==> src/rtl/ps_cfg_pkg.sv <==
package ps_cfg_pkg;

    localparam int BYTE_W = 8;

    typedef enum logic [3:0] {
        ST_IDLE,
        ST_PULL,
        ST_SETTLE,
        ST_WAIT_RDY,
        ST_FETCH,
        ST_BIT_LO,
        ST_BIT_HI,
        ST_TRAIL_LO,
        ST_TRAIL_HI
    } ld_state_e;

    function automatic int max3(input int a, input int b, input int c);
        int m;
        m = (a > b) ? a : b;
        return (m > c) ? m : c;
    endfunction

endpackage

==> src/rtl/ps_delay_cnt.sv <==
module ps_delay_cnt #(
    parameter int W = 8
) (
    input  logic         clk,
    input  logic         rst,
    input  logic         load,
    input  logic [W-1:0] val,
    output logic         expired
);
    logic [W-1:0] cnt_q;

    always_ff @(posedge clk) begin
        if (rst)
            cnt_q <= '0;
        else if (load)
            cnt_q <= val;
        else if (cnt_q != '0)
            cnt_q <= cnt_q - 1'b1;
    end

    assign expired = (cnt_q == '0);
endmodule

==> src/rtl/ps_shift8.sv <==
module ps_shift8
    import ps_cfg_pkg::*;
(
    input  logic              clk,
    input  logic              rst,
    input  logic              load,
    input  logic [BYTE_W-1:0] din,
    input  logic              shift,
    output logic              msb,
    output logic              last
);
    localparam int IDX_W = $clog2(BYTE_W);

    logic [BYTE_W-1:0] sr_q;
    logic [IDX_W-1:0]  idx_q;

    always_ff @(posedge clk) begin
        if (rst) begin
            sr_q  <= '0;
            idx_q <= '0;
        end else if (load) begin
            sr_q  <= din;
            idx_q <= '0;
        end else if (shift) begin
            sr_q  <= {sr_q[BYTE_W-2:0], 1'b0};
            idx_q <= idx_q + 1'b1;
        end
    end

    assign msb  = sr_q[BYTE_W-1];
    assign last = (idx_q == IDX_W'(BYTE_W - 1));
endmodule

==> src/rtl/ps_cfg_loader.sv <==
module ps_cfg_loader
    import ps_cfg_pkg::*;
#(
    parameter int ADDR_W      = 16,
    parameter int PHASE_CYC   = 4,
    parameter int REQ_LOW_CYC = 64,
    parameter int SETTLE_CYC  = 2000,
    parameter int TRAIL_CLKS  = 4000,
    parameter int TMO_W       = 24
) (
    input  logic              clk,
    input  logic              rst,
    input  logic              start_i,
    input  logic [ADDR_W-1:0] first_addr_i,
    input  logic [ADDR_W-1:0] end_addr_i,
    input  logic [TMO_W-1:0]  tmo_lim_i,
    output logic              mem_req_o,
    output logic [ADDR_W-1:0] mem_addr_o,
    input  logic              mem_valid_i,
    input  logic [7:0]        mem_data_i,
    output logic              cfg_req_n_o,
    input  logic              status_i,
    input  logic              done_i,
    output logic              dclk_o,
    output logic              data0_o,
    output logic              busy_o,
    output logic              ok_o,
    output logic              fail_o
);
    localparam int DLY_MAX = max3(PHASE_CYC, REQ_LOW_CYC, SETTLE_CYC);
    localparam int DLY_W   = $clog2(DLY_MAX + 1);
    localparam int TRL_W   = $clog2(TRAIL_CLKS + 1);
    localparam logic [DLY_W-1:0] PH_LD  = DLY_W'(PHASE_CYC - 1);
    localparam logic [DLY_W-1:0] LOW_LD = DLY_W'(REQ_LOW_CYC - 1);
    localparam logic [DLY_W-1:0] SET_LD = DLY_W'(SETTLE_CYC - 1);

    ld_state_e         st_q, st_d;
    logic [ADDR_W-1:0] addr_q, end_q;
    logic [TMO_W-1:0]  tmo_lim_q, tmo_cnt_q;
    logic [TRL_W-1:0]  trail_q;
    logic              ok_q, fail_q;

    logic              dly_load, dly_exp;
    logic [DLY_W-1:0]  dly_val;
    logic              sh_load, sh_shift, sh_msb, sh_last;
    logic              in_window, tmo_hit, trail_last;

    ps_delay_cnt #(.W(DLY_W)) i_dly (
        .clk(clk), .rst(rst), .load(dly_load), .val(dly_val), .expired(dly_exp)
    );

    ps_shift8 i_shift (
        .clk(clk), .rst(rst), .load(sh_load), .din(mem_data_i),
        .shift(sh_shift), .msb(sh_msb), .last(sh_last)
    );

    assign in_window  = addr_q < end_q;
    assign tmo_hit    = (tmo_lim_q != '0) && (tmo_cnt_q == tmo_lim_q - 1'b1);
    assign trail_last = (trail_q == TRL_W'(TRAIL_CLKS - 1));

    always_comb begin
        st_d     = st_q;
        dly_load = 1'b0;
        dly_val  = PH_LD;
        sh_load  = 1'b0;
        sh_shift = 1'b0;
        case (st_q)
            ST_IDLE: if (start_i) begin
                st_d = ST_PULL; dly_load = 1'b1; dly_val = LOW_LD;
            end
            ST_PULL: if (dly_exp) begin
                st_d = ST_SETTLE; dly_load = 1'b1; dly_val = SET_LD;
            end
            ST_SETTLE: if (dly_exp) st_d = ST_WAIT_RDY;
            ST_WAIT_RDY: begin
                if (status_i)     st_d = ST_FETCH;
                else if (tmo_hit) st_d = ST_IDLE;
            end
            ST_FETCH: begin
                if (done_i) begin
                    st_d = ST_TRAIL_LO; dly_load = 1'b1;
                end else if (!in_window) begin
                    st_d = ST_IDLE;
                end else if (mem_valid_i) begin
                    st_d = ST_BIT_LO; dly_load = 1'b1; sh_load = 1'b1;
                end
            end
            ST_BIT_LO: if (dly_exp) begin
                st_d = ST_BIT_HI; dly_load = 1'b1;
            end
            ST_BIT_HI: if (dly_exp) begin
                if (sh_last) st_d = ST_FETCH;
                else begin
                    st_d = ST_BIT_LO; dly_load = 1'b1; sh_shift = 1'b1;
                end
            end
            ST_TRAIL_LO: if (dly_exp) begin
                st_d = ST_TRAIL_HI; dly_load = 1'b1;
            end
            ST_TRAIL_HI: if (dly_exp) begin
                if (trail_last) st_d = ST_IDLE;
                else begin
                    st_d = ST_TRAIL_LO; dly_load = 1'b1;
                end
            end
            default: st_d = ST_IDLE;
        endcase
    end

    always_ff @(posedge clk) begin
        if (rst) begin
            st_q      <= ST_IDLE;
            addr_q    <= '0;
            end_q     <= '0;
            tmo_lim_q <= '0;
            tmo_cnt_q <= '0;
            trail_q   <= '0;
            ok_q      <= 1'b0;
            fail_q    <= 1'b0;
        end else begin
            st_q <= st_d;
            case (st_q)
                ST_IDLE: if (start_i) begin
                    addr_q    <= first_addr_i;
                    end_q     <= end_addr_i;
                    tmo_lim_q <= tmo_lim_i;
                    tmo_cnt_q <= '0;
                    ok_q      <= 1'b0;
                    fail_q    <= 1'b0;
                end
                ST_WAIT_RDY: begin
                    tmo_cnt_q <= tmo_cnt_q + 1'b1;
                    if (!status_i && tmo_hit) fail_q <= 1'b1;
                end
                ST_FETCH: begin
                    if (done_i)          trail_q <= '0;
                    else if (!in_window) fail_q  <= 1'b1;
                end
                ST_BIT_HI: if (dly_exp && sh_last) addr_q <= addr_q + 1'b1;
                ST_TRAIL_HI: if (dly_exp) begin
                    if (trail_last) ok_q <= 1'b1;
                    else            trail_q <= trail_q + 1'b1;
                end
                default: ;
            endcase
        end
    end

    assign cfg_req_n_o = (st_q != ST_PULL);
    assign dclk_o      = (st_q == ST_BIT_HI) || (st_q == ST_TRAIL_HI);
    assign data0_o     = ((st_q == ST_BIT_LO) || (st_q == ST_BIT_HI)) && sh_msb;
    assign mem_req_o   = (st_q == ST_FETCH) && !done_i && in_window;
    assign mem_addr_o  = addr_q;
    assign busy_o      = (st_q != ST_IDLE);
    assign ok_o        = ok_q;
    assign fail_o      = fail_q;

    // the request line is only driven low inside a running sequence
    a_r2_req_low_busy: assert property (@(posedge clk) disable iff (rst)
        !cfg_req_n_o |-> busy_o);

    // data held steady across a high clock phase
    a_r4_data_stable_hi: assert property (@(posedge clk) disable iff (rst)
        (dclk_o && $past(dclk_o)) |-> $stable(data0_o));

    // a pending read keeps its address
    a_r5_addr_hold: assert property (@(posedge clk) disable iff (rst)
        (mem_req_o && !mem_valid_i) |=> $stable(mem_addr_o));

    // results exclusive, and busy only ends with a posted result
    a_r10_result_excl: assert property (@(posedge clk) disable iff (rst)
        !(ok_o && fail_o));

    a_r10_end_result: assert property (@(posedge clk) disable iff (rst)
        $fell(busy_o) |-> (ok_o || fail_o));
endmodule

==> config.mk <==
export PLATFORM = sky130hd
export DESIGN_NAME = ps_cfg_loader
export DESIGN_NICKNAME = d
export VERILOG_FILES = /design/src/rtl/ps_cfg_pkg.sv /design/src/rtl/ps_delay_cnt.sv /design/src/rtl/ps_shift8.sv /design/src/rtl/ps_cfg_loader.sv
export SDC_FILE = /design/constraint.sdc
export NUM_CORES = 1
export LEC_CHECK = 0
export ABC_AREA = 1
export BUFFER_PORTS_ARGS = -buffer_cell sky130_fd_sc_hd__buf_2
export CAP_MARGIN = 20
export CELL_PAD_IN_SITES_DETAIL_PLACEMENT = 0
export CELL_PAD_IN_SITES_GLOBAL_PLACEMENT = 1
export CORE_ASPECT_RATIO = 1.4
export CORE_UTILIZATION = 30
export DETAILED_ROUTE_END_ITERATION = 6
export GPL_TIMING_DRIVEN = 0
export PLACE_DENSITY = 0.68
export SKIP_CTS_REPAIR_TIMING = 1
export SLEW_MARGIN = 0
export SYNTH_ARGS = -nofsm -noshare
export SYNTH_HDL_FRONTEND = slang
export SYNTH_SLANG_ARGS = --single-unit
export TNS_END_PERCENT = 100
==> constraint.sdc <==
create_clock -name clk -period 3.5 [get_ports clk]
set_clock_uncertainty 0.05 [all_clocks]
set_input_delay 0.525 -clock clk [delete_from_list [all_inputs] [get_ports clk]]
set_output_delay 0.525 -clock clk [all_outputs]
set_load 0.05 [all_outputs]
==> out/results.tsv, run 1 <==
stage	metric	value	unit
floorplan	I/O Pins	93	
floorplan	DIE AREA	23780	um2
floorplan	initial core utilization	0.3072	
clock_network	CTS Buf Count	17	
drt	Total Routed Length	21520	um
clock_network	H-tree levels	4	
sta	final count of hold timing violations	0	
finish	Area Overhead vs Synth	20.37	%
global_routing	GR Overflow Total	0	
sta	WHS	0.3060	ns
clock_network	Clk Tree Root Cell	clkbuf_16	
drt	Vias	6912	
place	Post-DP HPWL	16930	um
synth	Post-synth EDFFs	0	
place	IO Port Bufs	91	
synth	synthesized area per cell	6.686	um2
sta	final-report setup violation count	0	
power_and_ir_drop	total chip power	6.515	mW
clock_network	clk slew on worst S/H paths	0.06	ns
finish	Final Instance Area	8362	um2
worst_setup_path	Startpoint Class	flop	
place	pre-CTS WS	0.5737	ns
drt	Vias per Instance	4.728	
finish	Ant. Diodes	0	
sta	Tmin final	3.348	ns
synth	post-synthesis sequential area ratio	0.3458	
synth	Area contributors post-synth	dfxtp_1, nand2_1, a21oi_1	
synth	share of the synthesized area in the top cell type	0.3458	
synth	asr flop ratio synth	0	
floorplan	core footprint	22610	um2
synth	Top FF cell, synth	dfxtp_1	
power_and_ir_drop	peak supply drop	0.3980	mV
finish	fraction of layout instances using a drive strength above 1	0.1525	
worst_setup_path	Arr. time, crit path	2.77	ns
sta	Max Slew Vio Count	0	
global_routing	initial antenna violation count	0	
sta	Slew headroom	0.4031	
worst_setup_path	crit-path max FO	9	
worst_setup_path	nature of the critical path endpoint	output pin	
power_and_ir_drop	PwrDens	779.1	nW/um2
sta	Max Fclk	298.7	MHz
drt	DRC	0	
clock_network	clk sinks	120	
floorplan	die width	130.6	um
floorplan	DIE HEIGHT	182.1	um
finish	most frequent cells in the layout	nand2_1, dfxtp_1, inv_1, nor2_1	
synth	leading area contributor after synthesis	dfxtp_1	
finish	Nets	1242	
global_routing	first-pass GRT wire length	34310	um
global_routing	All-Layer GR Usage	0.1905	
floorplan	# rows	65	
synth	Netlist Area Pre-Place	6947	um2
flow_run	# Max-Cap Violations	0	
place	Placer Congestion	0.8479	
clock_network	latest clock arrival within the worst-skew pair	0.42	ns
sta	Setup TNS Final	0	ns
clock_network	CTS tree	done	
sta	worst slew pin tran	0.8953	ns
sta	setup slack after layout	0.1520	ns
synth	Mapped Cells	1039	
worst_setup_path	CP required	2.92	ns
drt	drt pass-1 iters	5	
place	placed cell areas	7779	um2
worst_setup_path	Crit Path Class	reg -> out	
synth	Ys Warns	0	
synth	Synth Net Count	1132	
sta	RSZ-0062 raised after global routing	false	
drt	Initial DRC Count	271	
sta	final critical-path share of the clock period	0.9566	
drt	routed wire length per instance	14.72	um
power_and_ir_drop	Lkg Pwr	3.614	nW
finish	commonest non-fill, non-tap cell in the layout	nand2_1	
global_routing	largest net degree at the start of global routing	17	
drt	antenna viol nets, final	0	
synth	number of synthesized register bits	120	
clock_network	Clock Tree Buf Depth	2	
hold_path	HP Class	in -> reg	
synth	Distinct cells, synth	44	
global_routing	vias in the first global route	6675	
run_status	status	finished clean	
synthesized netlist by cell type (all sizes together) (3+ instances only):
cell,instances
a21oi,94
o21ai,80
xor2,28
nand4,15
clkbuf,26
or2,4
nand3,71
a211oi,11
a221oi,3
dfxtp,120
buf,7
xnor2,8
inv,127
nor3,21
a31oi,15
nand2,244
o211ai,5
nor2,121
clkinv,3
ha,23
stage by stage:
stage | util | cells
floorplan | - | 1039
CTS | 0.3698 | 1462
global route | 0.3698 | 1462
detailed placement | 0.3441 | 1431
finish | 0.3698 | 1462
global placement | 0.3441 | 1431
kinds of logic (layout without fill, tap and decap cells):
family          after synthesis  in the layout  share of synthesized area
fa+ha+maj                    23             23                    0.04143
simple gates                481            481                     0.3051
xor+xnor                     37             37                    0.04863
flops                       120            120                     0.3458
compound gates              215            215                     0.1688
buf+inv                     163            285                    0.09024
path summary, 6_finish.rpt:
check                           cells after the start             to  slack, ns     startpoint
worst max register to register                     18        st_q[1]       0.84   tmo_lim_q[0]
worst max-delay path                                9      mem_req_o       0.15  mem_addr_o[1]
worst min-delay path                                3  tmo_lim_q[21]       0.31  tmo_lim_i[21]
worst min register to register                      2     trail_q[4]       0.40     trail_q[4]
worst max-delay path, cell delays in order (launching register included):
cell	delay, ns
dfxtp_1	0.42
ha_1	0.26
o21ai_0	0.07
nand2_1	0.07
nand3_1	0.07
a21oi_1	0.07
o21ai_0	0.51
nand2_1	0.30
nor2_4	0.28
buf_2	0.31
flip-flops by register name, summed over array words and instances, names as in the netlist:
name / count
ok_o: 1
st_q: 4
i_shift.idx_q: 3
fail_o: 1
i_dly.cnt_q: 11
end_q: 16
tmo_cnt_q: 24
tmo_lim_q: 24
mem_addr_o: 16
trail_q: 12
i_shift.sr_q: 8
routing by layer:
metal,share of wire,up-vias,global-route usage,routed length [um]
met5,0,-,0,0
met4,0.020,0,0.07356,431
met3,0.030,26,0.02990,636
met2,0.52,93,0.3441,11260
met1,0.43,3164,0.2204,9186
li1,-,3629,-,-
where the power goes:
group	internal, mW	total, mW	switching [mW]
registers	1.64	1.89	0.252
logic	0.913	2.87	1.96
clock network	1.11	1.76	0.644
final cells by class:
cell class                 count  area, um2
fill                        2562      14250
multi-input combinational    756       3918
sequential                   120       2402
clock buffer                  23      488.0
inverter                     130      488.0
timing repair buffer          91      455.4
tap                          301      376.6
buffer                        33      138.9
clock inverter                 8      95.09
Note: power is estimated with default switching activity, not from simulation.
==> run 2: changes to the inputs <==
--- a/config.mk
+++ b/config.mk
@@ -14,7 +14,7 @@
 export CORE_UTILIZATION = 30
 export DETAILED_ROUTE_END_ITERATION = 6
 export GPL_TIMING_DRIVEN = 0
-export PLACE_DENSITY = 0.68
+export PLACE_DENSITY_LB_ADDON = 0.1
 export SKIP_CTS_REPAIR_TIMING = 1
 export SLEW_MARGIN = 0
 export SYNTH_ARGS = -nofsm -noshare
==> run 2 against run 1 <==
Register-to-register slack worse by 0.12 ns. Die area unchanged. Critical path depth decreased by 2. Utilization decreased by 0.067 points. Count of clock-buffer cells in the layout rose by 4. Global-route usage rose by 0.73 points. Cell area fell by 0.18%. Via count shrank 0.97%. Cell count decreased by 0.14%. Maximum frequency grew 2.6%.
==> out/results.tsv, run 2 (synthesis results as in run 1) <==
stage	metric	value	unit	change
global_routing	GR Overflow Total	0		unchanged
drt	Vias	6845		-0.97%
power_and_ir_drop	peak supply drop	0.3797	mV	-4.6%
worst_setup_path	crit-path max FO	9		unchanged
finish	Nets	1242		unchanged
floorplan	# rows	65		unchanged
floorplan	I/O Pins	93		unchanged
sta	Setup TNS Final	0	ns	unchanged
finish	Area Overhead vs Synth	20.15	%	
floorplan	DIE AREA	23780	um2	unchanged
sta	RSZ-0062 raised after global routing	false		
worst_setup_path	Arr. time, crit path	2.69	ns	-0.08 ns
worst_setup_path	CP required	2.92	ns	about the same
global_routing	initial antenna violation count	0		unchanged
sta	Tmin final	3.264	ns	-0.08384 ns
drt	routed wire length per instance	15.27	um	+3.7%
run_status	status	finished clean		
finish	fraction of layout instances using a drive strength above 1	0.1501		-0.002325
drt	DRC	0		unchanged
worst_setup_path	nature of the critical path endpoint	output pin		
drt	drt pass-1 iters	5		unchanged
worst_setup_path	Startpoint Class	flop		
clock_network	CTS tree	done		
finish	multi-input logic area	3918	um2	unchanged
hold_path	HP Class	in -> reg		
sta	Max Slew Vio Count	0		unchanged
finish	register area	2402	um2	unchanged
clock_network	H-tree levels	4		unchanged
drt	Total Routed Length	22290	um	+3.6%
worst_setup_path	delay-heaviest family, CP	compound AO/OA/AOI/OAI gates		
drt	Initial DRC Count	280		+3.3%
place	Placer Congestion	0.8850		+4.4%
clock_network	CTS Buf Count	17		unchanged
finish	Ant. Diodes	0		unchanged
finish	Largest regs	tmo_cnt_q: 24 flops, tmo_lim_q: 24 flops		
drt	antenna viol nets, final	0		unchanged
floorplan	core footprint	22610	um2	unchanged
worst_setup_path	CP max stage cell	o21ai_0		
place	pre-CTS WS	0.6073	ns	+0.03357 ns
flow_run	# Max-Cap Violations	0		unchanged
worst_setup_path	CP most frequent cell	o21ai_0		
global_routing	largest net degree at the start of global routing	17		unchanged
place	post-placement cell count	1431		unchanged
clock_network	Clk Tree Root Cell	clkbuf_16		
clock_network	latest clock arrival within the worst-skew pair	0.42	ns	about the same
global_routing	All-Layer GR Usage	0.1979		+0.007343
worst_setup_path	Crit Path Class	reg -> out		
power_and_ir_drop	Lkg Pwr	3.610	nW	about the same
clock_network	Clock Tree Buf Depth	2		unchanged
clock_network	clk slew on worst S/H paths	0.06	ns	about the same
floorplan	initial core utilization	0.3072		unchanged
sta	final critical-path share of the clock period	0.9326		-0.02395
place	IO Port Bufs	91		unchanged
sta	final-report setup violation count	0		unchanged
worst_setup_path	Critical Path, Cell by Cell	ha_1 > a21oi_1 > o21ai_0 > o21ai_0 > nand2_1 > nor2_4 > buf_2		
worst_setup_path	CP max stage delay	0.46	ns	-0.05 ns
global_routing	vias in the first global route	6595		-1.2%
finish	fillers	2600		+1.5%
global_routing	first-pass GRT wire length	35130	um	+2.4%
sta	worst slew pin tran	0.7834	ns	-0.1119 ns
finish	commonest non-fill, non-tap cell in the layout	nand2_1		
sta	final count of hold timing violations	0		unchanged
sta	Max Fclk	306.4	MHz	+2.6%
worst_setup_path	Crit path buffers/inverters	1		unchanged
drt	Vias per Instance	4.688		-0.83%
clock_network	clk sinks	120		unchanged
sta	Slew headroom	0.4777		+0.07461
finish	final cell count without fillers	1460		-0.14%
sta	setup slack after layout	0.2359	ns	+0.08384 ns
finish	most frequent cells in the layout	nand2_1, dfxtp_1, inv_1, nor2_1		
place	Post-DP HPWL	17510	um	+3.4%
floorplan	die width	130.6	um	unchanged
floorplan	DIE HEIGHT	182.1	um	unchanged
power_and_ir_drop	PwrDens	778.0	nW/um2	-0.15%
==> run 2: layout make-up <==
cell class,count,area share
well taps,301,0.04512
flip-flops and latches,120,0.2878
clock inverters,2,0.004197
repair buffers,91,0.05456
plain buffers,33,0.01664
multi-input cells,756,0.4693
inverters,130,0.05846
clock buffers,27,0.06386
==> run 2: routing by layer <==
metal | GRT usage | part of all wire
met5 | 0 | 0
met4 | 0.07356 | 0.022
met3 | 0.03283 | 0.019
met2 | 0.3560 | 0.52
met1 | 0.2300 | 0.43
==> run 2: final timing paths <==
path                 start            to  slack [ns]  depth (start not counted)
max          mem_addr_o[5]     mem_req_o        0.24                          7
min           tmo_lim_i[7]  tmo_lim_q[7]        0.30                          3
max reg2reg   tmo_lim_q[0]       st_q[2]        0.72                         18
min reg2reg     trail_q[4]    trail_q[4]        0.39                          2
==> run 2: per-stage QoR <==
stage                     utilization  cell area (um2)  power [mW]  hold slack [ns]
after floorplan                     -             6947       4.024           0.3707
after global placement         0.3441             7779       4.847           0.3774
after CTS                      0.3692             8347       6.605           0.2761
after global routing           0.3692             8347       7.046           0.2914
final                          0.3692             8347       6.494           0.2960
after detailed placement       0.3441             7779       4.842           0.3841
==> run 2: worst reg2reg max path, delay by kind of cell (launching register included) <==
family | cells | cell delay (ns)
flops | 1 | 0.32
fa+ha+maj | 1 | 0.33
buf+inv | 1 | 0.11
simple gates | 16 | 1.91
==> run 2: power breakdown <==
part	total [mW]	switching (mW)	leakage (nW)	internal, mW
sequential	1.89	0.253	0.980	1.64
clock	1.72	0.625	0.281	1.10
combinational	2.88	1.97	2.35	0.913
total	6.49	2.85	3.61	3.64
==> run 3: changes to the inputs <==
--- a/config.mk
+++ b/config.mk
@@ -19,5 +19,6 @@
 export SLEW_MARGIN = 0
 export SYNTH_ARGS = -nofsm -noshare
 export SYNTH_HDL_FRONTEND = slang
+export SYNTH_HIERARCHICAL = 1
 export SYNTH_SLANG_ARGS = --single-unit
 export TNS_END_PERCENT = 100
==> run 3 against run 2 <==
Sequential share of layout area decreased by 1.2 points. Global-route usage increased by 0.18 points. Largest power group unchanged. Largest cell class unchanged. Synthesized cell count rose by 6.4%. Utilization shrank 0.41 points. Count of clock-buffer cells in the layout is 1 higher. Cell count rose by 5.4%.
==> out/results.tsv, run 3 <==
stage	metric	value	unit	change
drt	Detail Route met2 WL	12590	um	+7.6%
floorplan	DIE HEIGHT	186.6	um	+2.5%
clock_network	latest clock arrival within the worst-skew pair	0.42	ns	about the same
global_routing	All-Layer GR Usage	0.1997		+0.001838
clock_network	CTS tree	done		
floorplan	die width	133.9	um	+2.5%
run_status	status	finished clean		
sta	Slew headroom	0.4689		-0.008819
place	Placer Congestion	0.8119		-8.3%
global_routing	first-pass GRT wire length	38100	um	+8.4%
finish	fillers	2646		+1.8%
drt	metal3 WL	589	um	+37%
clock_network	H-tree levels	4		unchanged
worst_setup_path	R2R cell count	13		-5
sta	Setup TNS Final	0	ns	unchanged
floorplan	I/O Pins	93		unchanged
finish	Final Util	0.3651		-0.004106
synth	post-synthesis sequential area ratio	0.3290		-0.01683
worst_setup_path	R2R setup slack	0.40	ns	-0.32 ns
finish	Area Overhead vs Synth	19.45	%	
synth	Netlist Area Pre-Place	7302	um2	+5.1%
synth	most common cell in the netlist	nand2_1		
synth	synthesized area per cell	6.608	um2	-1.2%
worst_setup_path	RR Endpoint	i_dly/cnt_q[6]		
clock_network	clk sinks	120		unchanged
drt	DRC	0		unchanged
synth	Mapped Cells	1105		+6.4%
hold_path	Hold EP	tmo_lim_q[7]		
floorplan	initial core utilization	0.3056		-0.001620
global_routing	largest net degree at the start of global routing	17		unchanged
synth	number of synthesized register bits	120		unchanged
sta	final critical-path share of the clock period	0.8863		-0.04631
floorplan	# rows	67		+3.1%
synth	Ys Warns	6		+6
place	Post-DP HPWL	18670	um	+6.6%
drt	top sig layer	met4		
finish	commonest non-fill, non-tap cell in the layout	nand2_1		
hold_path	HP Class	in -> reg		
drt	Vias	7290		+6.5%
finish	Final Instance Area	8722	um2	+4.5%
synth	asr flop ratio synth	0		unchanged
finish	most frequent cells in the layout	nand2_1, inv_1, dfxtp_1, nor2_1		
finish	fraction of layout instances using a drive strength above 1	0.1522		+0.002027
synth	Post-synth EDFFs	0		unchanged
worst_setup_path	worst r2r src	mem_addr_o[5]		
drt	drt pass-1 iters	5		unchanged
clock_network	clk slew on worst S/H paths	0.06	ns	about the same
worst_setup_path	Crit Path Class	reg -> reg		
power_and_ir_drop	peak supply drop	0.3629	mV	-4.4%
drt	Total Routed Length	23910	um	+7.2%
worst_setup_path	Startpoint Class	flop		
synth	Top FF cell, synth	dfxtp_1		
global_routing	initial antenna violation count	0		unchanged
finish	Nets	1311		+5.6%
drt	Initial DRC Count	265		-5.4%
sta	RSZ-0062 raised after global routing	false		
sta	worst slew pin tran	0.7967	ns	+0.01323 ns
floorplan	DIE AREA	24980	um2	+5.0%
global_routing	GR Overflow Total	0		unchanged
place	IO Port Bufs	92		+1.1%
sta	setup slack after layout	0.3980	ns	+0.1621 ns
sta	Max Slew Vio Count	0		unchanged
place	placed cell areas	8154	um2	+4.8%
worst_setup_path	nature of the critical path endpoint	flop		
sta	Max Fclk	322.4	MHz	+5.2%
floorplan	core footprint	23890	um2	+5.7%
synth	share of the synthesized area in the top cell type	0.3290		-0.01683
place	pre-CTS WS	-0.2937	ns	-0.9009 ns
sta	final count of hold timing violations	0		unchanged
drt	routed wire length per instance	15.53	um	+1.7%
drt	Vias per Instance	4.737		+1.0%
hold_path	HP Start	tmo_lim_i[7]		
finish	Largest regs	tmo_cnt_q: 24 flops, tmo_lim_q: 24 flops		
clock_network	Clock Tree Buf Depth	2		unchanged
clock_network	Clk Tree Root Cell	clkbuf_16		
flow_run	# Max-Cap Violations	0		unchanged
synth	Area contributors post-synth	dfxtp_1, nand2_1, a21oi_1		
worst_setup_path	CP required	3.74	ns	+0.82 ns
power_and_ir_drop	Lkg Pwr	3.799	nW	+5.2%
sta	Tmin final	3.102	ns	-0.1621 ns
synth	Distinct cells, synth	54		+23%
worst_setup_path	crit-path max FO	10		+1
worst_setup_path	Arr. time, crit path	3.34	ns	+0.65 ns
hold_path	WHS Path Cells	3		unchanged
clock_network	CTS Buf Count	17		unchanged
drt	antenna viol nets, final	0		unchanged
finish	Ant. Diodes	0		unchanged
power_and_ir_drop	PwrDens	839.0	nW/um2	+7.8%
synth	leading area contributor after synthesis	dfxtp_1		
drt	Metal-1 WL	9979	um	+3.2%
global_routing	vias in the first global route	7268		+10%
sta	final-report setup violation count	0		unchanged
synth	most common library cells after synthesis	nand2_1, inv_1, dfxtp_1, nor2_1, a21oi_1		
worst_setup_path	CP startpoint	mem_addr_o[5]		
## run 3: changes by cell type after synthesis, moves of 9 or more
cell	before	now
nand2_1	237	278
o21ai_0	57	79
o21ai_1	22	2
xor2_1	28	13
a31oi_1	15	3
a311oi_1	0	10
inv_1	113	123
inv_2	14	4
clkbuf_1	26	17
## run 3: worst max-delay path: stages (launching register included)
cell      delay [ns]
dfxtp_1         0.44
ha_1            0.29
a21oi_1         0.16
nand3b_1        0.12
nand2_1         0.05
o21ai_0         0.42
nand3_1         0.28
o21ai_0         0.49
inv_1           0.19
buf_2           0.23
nand2_1         0.08
o21ai_0         0.07
nand2_1         0.06
nor2_1          0.04
## run 3: worst max-delay path by stage
stage / endpoint / cells past startpoint
after detailed placement: i_dly/cnt_q[6] / 16
after global routing: i_dly/cnt_q[6] / 13
final: i_dly/cnt_q[6] / 13
after floorplan: mem_req_o / 7
after CTS: i_dly/cnt_q[6] / 16
after global placement: i_dly/cnt_q[6] / 16
## run 3: layout make-up
cell class	count	area, um2	share of cell area
flip-flops and latches	120	2402	0.2754
clock buffers	28	536.8	0.06154
multi-input cells	821	4257	0.4880
inverters	132	504.2	0.05781
clock inverters	2	10.01	0.001148
plain buffers	33	156.4	0.01793
repair buffers	93	467.9	0.05365
well taps	310	387.9	0.04447
## run 3: where the power goes
group          total [mW]  internal, mW  leakage [nW]  switching [mW]
logic                3.68          1.16          2.55            2.53
registers            1.97          1.67         0.980           0.302
clock network        1.66          1.03         0.272           0.634
## run 3: layer usage
| layer | global-route usage | up-vias |
|---|---|---|
| met2 | 0.3695 | 109 |
| met1 | 0.2208 | 3283 |
| met5 | 0 | - |
| met4 | 0.09003 | 0 |
| met3 | 0.02961 | 42 |
| li1 | - | 3856 |
## run 3: through the flow
step	total power, mW	std cells	hold WS [ns]
CTS	7.440	1538	0.2791
global route	7.982	1539	0.2922
global placement	5.730	1508	0.3957
floorplan	4.691	1106	0.3745
detailed placement	5.732	1508	0.3974
finish	7.317	1539	0.2968
## run 3: logic make-up after synthesis
family | Yosys count | share of synthesized area
AOI/OAI and AO/OA | 219 | 0.1672
xor gates and xnor gates | 23 | 0.02947
adders and majority gates | 23 | 0.03941
buffers and inverters | 165 | 0.09047
DFF | 120 | 0.3290
muxes | 1 | 0.001371
other | 1 | 0.0005136
and+or+nand+nor | 553 | 0.3425
